## config.mk

```make
export PLATFORM = sky130hd
export DESIGN_NAME = i2cRegSlave
export DESIGN_NICKNAME = d
export VERILOG_FILES = /design/src/rtl/i2cRegPkg.sv /design/src/rtl/i2cLineSync.sv /design/src/rtl/i2cRegCtrl.sv /design/src/rtl/i2cRegDatapath.sv /design/src/rtl/i2cRegSlave.sv
export SDC_FILE = /design/constraint.sdc
export NUM_CORES = 1
export LEC_CHECK = 0
export BUFFER_PORTS_ARGS = -buffer_cell sky130_fd_sc_hd__buf_2
export CAP_MARGIN = 20
export CORE_ASPECT_RATIO = 1.1
export CORE_MARGIN = 2
export CORE_UTILIZATION = 45
export DETAILED_ROUTE_END_ITERATION = 7
export GPL_TIMING_DRIVEN = 0
export SYNTH_ARGS = -nofsm -noshare
export SYNTH_HDL_FRONTEND = slang
export SYNTH_HIERARCHICAL = 1
export SYNTH_SLANG_ARGS = --single-unit
```

## constraint.sdc

```tcl
create_clock -name clk -period 3.2 [get_ports clk]
set_input_delay 0.16 -clock clk [delete_from_list [all_inputs] [get_ports clk]]
set_output_delay 0.16 -clock clk [all_outputs]
set_load 0.03 [all_outputs]
```

## src/rtl/i2cRegPkg.sv

```systemverilog
package i2cRegPkg;

  typedef enum logic [2:0] {
    MODE_IDLE,
    MODE_ADDR,
    MODE_PTR,
    MODE_WR,
    MODE_RD,
    MODE_IGN
  } busMode_e;

  // strobes from control to datapath
  typedef struct packed {
    logic shiftIn;   // capture SDA into receive shifter
    logic loadPtr;   // completed byte becomes the pointer
    logic writeReg;  // completed byte goes to the register port
    logic loadTx;    // fetch byte at pointer, drive its MSB
    logic shiftTx;   // drive next transmit bit
    logic ackOn;     // pull SDA low for acknowledge
    logic relDrive;  // release SDA
  } dpStrobe_t;

endpackage

```

## src/rtl/i2cLineSync.sv

```systemverilog
module i2cLineSync #(
  parameter int STAGES = 2
) (
  input  logic clk,
  input  logic rstN,
  input  logic sclIn,
  input  logic sdaIn,
  output logic sdaLvl,
  output logic sclRise,
  output logic sclFall,
  output logic startCond,
  output logic stopCond
);
  logic [STAGES-1:0] sclSync, sdaSync;
  logic sclLvl, sclPrev, sdaPrev;

  generate
    if (STAGES == 1) begin : gOne
      always_ff @(posedge clk or negedge rstN) begin
        if (!rstN) begin
          sclSync <= '1;
          sdaSync <= '1;
        end else begin
          sclSync <= sclIn;
          sdaSync <= sdaIn;
        end
      end
    end else begin : gChain
      always_ff @(posedge clk or negedge rstN) begin
        if (!rstN) begin
          sclSync <= '1;
          sdaSync <= '1;
        end else begin
          sclSync <= {sclSync[STAGES-2:0], sclIn};
          sdaSync <= {sdaSync[STAGES-2:0], sdaIn};
        end
      end
    end
  endgenerate

  assign sclLvl = sclSync[STAGES-1];
  assign sdaLvl = sdaSync[STAGES-1];

  always_ff @(posedge clk or negedge rstN) begin
    if (!rstN) begin
      sclPrev <= 1'b1;
      sdaPrev <= 1'b1;
    end else begin
      sclPrev <= sclLvl;
      sdaPrev <= sdaLvl;
    end
  end

  assign sclRise   = sclLvl & ~sclPrev;
  assign sclFall   = ~sclLvl & sclPrev;
  assign startCond = sclLvl & sclPrev & sdaPrev & ~sdaLvl;
  assign stopCond  = sclLvl & sclPrev & ~sdaPrev & sdaLvl;
endmodule

```

## src/rtl/i2cRegCtrl.sv

```systemverilog
module i2cRegCtrl
  import i2cRegPkg::*;
#(
  parameter logic [6:0] SLAVE_ADDR = 7'h68
) (
  input  logic       clk,
  input  logic       rstN,
  input  logic       sclRise,
  input  logic       sclFall,
  input  logic       startCond,
  input  logic       stopCond,
  input  logic       sdaLvl,
  input  logic [7:0] rxByteNow,
  output dpStrobe_t  strobe
);
  localparam logic [3:0] LAST_BIT = 4'd7;
  localparam logic [3:0] ACK_SLOT = 4'd8;
  localparam logic [3:0] BYTE_END = 4'd9;

  busMode_e   mode, nextMode;
  logic [3:0] bitCnt;
  logic       ackPend;

  always_ff @(posedge clk or negedge rstN) begin
    if (!rstN) begin
      mode     <= MODE_IDLE;
      nextMode <= MODE_IDLE;
      bitCnt   <= '0;
      ackPend  <= 1'b0;
    end else if (startCond) begin
      mode   <= MODE_ADDR;
      bitCnt <= '0;
    end else if (stopCond) begin
      mode   <= MODE_IDLE;
      bitCnt <= '0;
    end else if (sclRise && mode != MODE_IDLE) begin
      if (bitCnt < ACK_SLOT) begin
        bitCnt <= 4'(bitCnt + 4'd1);
        if (bitCnt == LAST_BIT) begin
          unique case (mode)
            MODE_ADDR: begin
              if (rxByteNow[7:1] == SLAVE_ADDR) begin
                ackPend  <= 1'b1;
                nextMode <= rxByteNow[0] ? MODE_RD : MODE_PTR;
              end else begin
                ackPend  <= 1'b0;
                nextMode <= MODE_IGN;
              end
            end
            MODE_PTR, MODE_WR: begin
              ackPend  <= 1'b1;
              nextMode <= MODE_WR;
            end
            MODE_RD: begin
              ackPend  <= 1'b0;
              nextMode <= MODE_RD;
            end
            default: begin
              ackPend  <= 1'b0;
              nextMode <= MODE_IGN;
            end
          endcase
        end
      end else if (bitCnt == ACK_SLOT) begin
        bitCnt <= BYTE_END;
        if (mode == MODE_RD) nextMode <= sdaLvl ? MODE_IGN : MODE_RD;
      end
    end else if (sclFall && mode != MODE_IDLE && bitCnt == BYTE_END) begin
      mode   <= nextMode;
      bitCnt <= '0;
    end
  end

  always_comb begin
    strobe = '0;
    if (startCond || stopCond) begin
      strobe.relDrive = 1'b1;
    end else if (sclRise && mode != MODE_IDLE) begin
      if (bitCnt < ACK_SLOT) begin
        strobe.shiftIn = (mode != MODE_RD);
        if (bitCnt == LAST_BIT) begin
          strobe.loadPtr  = (mode == MODE_PTR);
          strobe.writeReg = (mode == MODE_WR);
        end
      end
    end else if (sclFall && mode != MODE_IDLE) begin
      if (bitCnt == ACK_SLOT) begin
        strobe.ackOn    = ackPend;
        strobe.relDrive = ~ackPend;
      end else if (bitCnt == BYTE_END) begin
        strobe.loadTx   = (nextMode == MODE_RD);
        strobe.relDrive = (nextMode != MODE_RD);
      end else if (mode == MODE_RD && bitCnt != 4'd0) begin
        strobe.shiftTx = 1'b1;
      end
    end
  end
endmodule

```

## src/rtl/i2cRegDatapath.sv

```systemverilog
module i2cRegDatapath
  import i2cRegPkg::*;
#(
  parameter int NUM_REGS = 9,
  parameter int AW       = $clog2(NUM_REGS)
) (
  input  logic          clk,
  input  logic          rstN,
  input  dpStrobe_t     strobe,
  input  logic          sdaLvl,
  input  logic [7:0]    regRdData,
  output logic [7:0]    rxByteNow,
  output logic          sdaOutEn,
  output logic          regWrEn,
  output logic [AW-1:0] regWrAddr,
  output logic [7:0]    regWrData,
  output logic [AW-1:0] regRdAddr
);
  localparam logic [AW-1:0] LAST_IDX = AW'(NUM_REGS - 1);
  localparam logic [7:0]    LAST_8   = 8'(NUM_REGS - 1);

  logic [7:0]    rxShift, txShift;
  logic [AW-1:0] ptr;
  logic          driveLow;

  function automatic logic [AW-1:0] stepPtr(input logic [AW-1:0] p);
    return (p == LAST_IDX) ? '0 : AW'(p + 1'b1);
  endfunction

  assign rxByteNow = {rxShift[6:0], sdaLvl};
  assign regRdAddr = ptr;
  assign sdaOutEn  = driveLow;

  always_ff @(posedge clk or negedge rstN) begin
    if (!rstN) begin
      rxShift   <= '0;
      txShift   <= '1;
      ptr       <= '0;
      driveLow  <= 1'b0;
      regWrEn   <= 1'b0;
      regWrAddr <= '0;
      regWrData <= '0;
    end else begin
      regWrEn <= 1'b0;
      if (strobe.shiftIn) rxShift <= rxByteNow;
      if (strobe.loadPtr) ptr <= (rxByteNow > LAST_8) ? '0 : AW'(rxByteNow);
      if (strobe.writeReg) begin
        regWrEn   <= 1'b1;
        regWrAddr <= ptr;
        regWrData <= rxByteNow;
        ptr       <= stepPtr(ptr);
      end
      if (strobe.loadTx) begin
        driveLow <= ~regRdData[7];
        txShift  <= {regRdData[6:0], 1'b1};
        ptr      <= stepPtr(ptr);
      end else if (strobe.shiftTx) begin
        driveLow <= ~txShift[7];
        txShift  <= {txShift[6:0], 1'b1};
      end else if (strobe.ackOn) begin
        driveLow <= 1'b1;
      end else if (strobe.relDrive) begin
        driveLow <= 1'b0;
      end
    end
  end
endmodule

```

## src/rtl/i2cRegSlave.sv

```systemverilog
module i2cRegSlave
  import i2cRegPkg::*;
#(
  parameter logic [6:0] SLAVE_ADDR  = 7'h68,
  parameter int         NUM_REGS    = 9,
  parameter int         SYNC_STAGES = 2,
  localparam int        AW          = $clog2(NUM_REGS)
) (
  input  logic          clk,
  input  logic          rstN,
  input  logic          sclIn,
  input  logic          sdaIn,
  output logic          sdaOutEn,
  output logic          regWrEn,
  output logic [AW-1:0] regWrAddr,
  output logic [7:0]    regWrData,
  output logic [AW-1:0] regRdAddr,
  input  logic [7:0]    regRdData
);
  logic       sdaLvl, sclRise, sclFall, startCond, stopCond;
  logic [7:0] rxByteNow;
  dpStrobe_t  strobe;

  i2cLineSync #(.STAGES(SYNC_STAGES)) uSync (
    .clk(clk), .rstN(rstN), .sclIn(sclIn), .sdaIn(sdaIn),
    .sdaLvl(sdaLvl), .sclRise(sclRise), .sclFall(sclFall),
    .startCond(startCond), .stopCond(stopCond)
  );

  i2cRegCtrl #(.SLAVE_ADDR(SLAVE_ADDR)) uCtrl (
    .clk(clk), .rstN(rstN), .sclRise(sclRise), .sclFall(sclFall),
    .startCond(startCond), .stopCond(stopCond), .sdaLvl(sdaLvl),
    .rxByteNow(rxByteNow), .strobe(strobe)
  );

  i2cRegDatapath #(.NUM_REGS(NUM_REGS), .AW(AW)) uDp (
    .clk(clk), .rstN(rstN), .strobe(strobe), .sdaLvl(sdaLvl),
    .regRdData(regRdData), .rxByteNow(rxByteNow), .sdaOutEn(sdaOutEn),
    .regWrEn(regWrEn), .regWrAddr(regWrAddr), .regWrData(regWrData),
    .regRdAddr(regRdAddr)
  );
endmodule

```

==> key figures <==
CTS
  • Sink Count: 49
  • CTS tree: done
  • Hold_buf cts: 2
  • Clock transition at path regs: 0.09 ns
  • Clock Latency Late Sink: approximately 0.3 ns
  • Post-CTS setup repair buffer count: 0
  • Cts bufs inserted: 5
  • CTS root buf: clkbuf_8
  • Post-CTS resize count: 0
  • H-tree depth: 2
  • CTS max path bufs: 2

Detailed routing
  • Vias per inst: 5.12
  • # DRC: 0
  • Antenna Nets Post-Route: 0
  • DR vias: 1737
  • Detailed-router iteration count before antenna repair: 4
  • Routed wire length: around 4600 um
  • Average wire per standard cell: 13.5 um
  • Initial DRC Count: 113

Logic synthesis
  • Number of synthesized flops with an enable pin: 0
  • Top cell type's share of synthesized area: 0.365
  • Syn avg cell area: 11.1 um2
  • Post-Syn Area: between 2000 and 2500 um2
  • Synth async-reset ratio: 1.00
  • Post-Synthesis Cells: 223
  • Mapped Nets: 240
  • Main flop type after synthesis: dfrtp_1
  • Sequential area share after synthesis: 0.503
  • Number of synthesized register bits: between 40 and 50
  • Largest cells by area after synthesis: dfrtp_1, dfstp_2, mux2_2
  • Synth warn: 6
  • Post-synth top area cell: dfrtp_1
  • Synth cell types: 54

Global routing
  • Largest net degree at the start of global routing: 50
  • M3 GR Usage: 0.0344
  • Total GRT Usage: 0.166
  • Initial antenna violation count: 0
  • Busiest metal layer after global routing: met2
  • First-pass GRT wire length: 7730 um
  • Met1 Usage GRT: 0.220
  • Grt total ovfl: 0
  • Met2 GRT Util: 0.274
  • Vias in the first global route: 1623

Die
  • Die X: 74.6 um
  • Die area: 6090 um2
  • Die height: just over 80 um
  • Top Ports: 30
  • Initial core utilization: 0.464
  • Rows: 28
  • Core area: 5330 um2

Run status
  • Outcome: finished clean

Setup path
  • Flop2flop setup slack: 0.30 ns
  • Crit Path Max Fanout: 9
  • Worst Path Arrival: 3.09 ns
  • CP delay by family, top: simple AND/OR/NAND/NOR gates
  • Critical path type: flop to flop
  • CP Cell Sequence: and4b_1 -> or2_1 -> buf_6 -> nor4_2 -> and3_1 -> or2_1 -> clkbuf_1 -> a21oi_1 -> a221o_1
  • R2R depth: 9
  • Most frequent CP cell: or2_1
  • CP Buf/Inv Count: 2
  • Critical path capture point type: flop
  • FF-to-FF Start: uSync/sdaSync[1]
  • CP startpoint: uSync/sdaSync[1]
  • Critical R2R Capture: uDp/regRdAddr[2]
  • Crit start category: flop
  • Slowest CP cell: dfstp_2
  • Crit path largest cell delay: 0.62 ns
  • Worst EP required: 3.39 ns

Power and ir drop
  • PnR Total Power: 1.35 mW
  • Switching Power: 381 uW
  • Peak VDD IR: 0.321 mV
  • Switching share of power: 0.283
  • Clock power share: 0.282
  • Gate power share: 0.165
  • Pwr/cell area: between 400 and 500 nW/um2
  • Leakage: around 1.3 nW
  • Sequential power share: 0.553
  • Internal power: approximately 970 uW

STA
  • Worst-Margin Slew: 0.570 ns
  • Final Critical Period: 2.90 ns
  • Hold Fails Final Rpt: 0
  • Slew Limit Headroom: 0.620
  • Fin. max-slew vios: 0
  • Fmax: 345 MHz
  • Clock Skew: just over 0.008 ns
  • Period utilization: 0.906
  • RSZ-0062 raised after global routing: no
  • Setup-failing EPs final: 0
  • Sum Neg Setup Slack: 0 ns

Placement
  • Buffers on Ports: 29
  • Dpl cell area: around 2700 um2
  • RD Place Congestion: 0.833
  • DP HPWL: between 3000 and 4000 um

Finish
  • Fillers: 505
  • P&R area growth vs syn: 15.6%
  • Final instance area: about 2900 um2
  • Final core occ: 0.536
  • Diode count: 0
  • Share of cells above drive strength 1: 0.337
  • Nets: 280

Hold path
  • Hold Path Depth: 2
  • Worst hold start: regRdData[7]
  • Worst Hold End: uDp/sdaOutEn
  • Tightest Hold Check Type: input pin to flop

Job
  • Maxcap violations: 0
## cell usage after synthesis, types with 4 or more instances
| library cell | n |
|---|---|
| nand3_1 | 6 |
| a21oi_1 | 10 |
| mux2_2 | 20 |
| mux2i_1 | 8 |
| nor2b_1 | 5 |
| o21ai_0 | 11 |
| nand2_1 | 19 |
| nor3_1 | 4 |
| clkbuf_1 | 4 |
| nor2_1 | 11 |
| dfstp_2 | 13 |
| inv_1 | 12 |
| ha_1 | 5 |
| dfrtp_1 | 36 |
## power groups by stage
stage,clock (mW),sequential [mW],combinational [mW]
6_report,0.380,0.745,0.223
5_1_grt,0.413,0.759,0.247
4_1_cts,0.396,0.745,0.221
3_5_place_dp,0,0.757,0.219
3_3_place_gp,0,0.757,0.215
2_1_floorplan,0,0.735,0.169
## area by class of cell
type,instances,area (um2),share of cell area
clock buffers,6,82.6,0.0289
well taps,75,93.8,0.0329
clock inverters,2,13.8,0.00482
plain buffers,12,75.1,0.0263
inverters,12,45.0,0.0158
flip-flops and latches,49,1240,0.435
repair buffers,33,195,0.0684
multi-input cells,150,1110,0.388
## layer usage
metal  vias to the layer above  wire (um)
li1                        874          -
met1                       833       2180
met2                        26       2190
met3                         4        149
met4                         0         45
met5                         -          0
## cells in the final DEF (no fill, tap or decap), types with 5 or more instances in the layout
master and n:
nor2_1 11, mux2_2 20, nor2b_1 5, o21ai_0 11, a21oi_1 10, nand2_1 19, nand3_1 6, buf_2 32
inv_1 12, mux2i_1 8, clkbuf_8 6, dfrtp_1 36, dfstp_2 13, ha_1 5
## flip-flops by register name (all words and copies together), names as in the netlist, 3 cells and up
name,flops
uDp/regRdAddr,4
uCtrl/bitCnt,4
uCtrl/nextMode,3
uCtrl/mode,3
uDp/txShift,7
uDp/regWrAddr,4
uDp/rxShift,7
uDp/regWrData,8
## cell families after synthesis
| logic type | Yosys count | share of synthesized area |
|---|---|---|
| muxes | 29 | 0.130 |
| buffers and inverters | 24 | 0.0487 |
| xor gates and xnor gates | 2 | 0.00710 |
| adders and majority gates | 5 | 0.0253 |
| AOI/OAI and AO/OA | 43 | 0.121 |
| DFF | 49 | 0.503 |
| and+or+nand+nor | 71 | 0.165 |
## per-stage QoR
step | instances | setup WS [ns] | hold WS (ns)
final | 339 | 0.302 | 0.0302
after global routing | 339 | 0.0614 | 0.0367
after CTS | 337 | 0.271 | 0.0286
after detailed placement | 327 | 0.287 | 0.266
after global placement | 327 | 0.288 | 0.265
after floorplan | 223 | 0.654 | -0.136
## worst max-delay path by stage
stage / end / slack, ns / cells past startpoint
3_5_place_dp: uDp/regRdAddr[2] / 0.29 / 9
4_1_cts: uDp/regRdAddr[2] / 0.27 / 9
5_1_grt: uDp/regRdAddr[2] / 0.06 / 10
3_3_place_gp: uDp/regRdAddr[2] / 0.29 / 9
6_report: uDp/regRdAddr[2] / 0.30 / 9
2_1_floorplan: uDp/regRdAddr[3] / 0.65 / 9
Power figures use the tool's default switching activity.
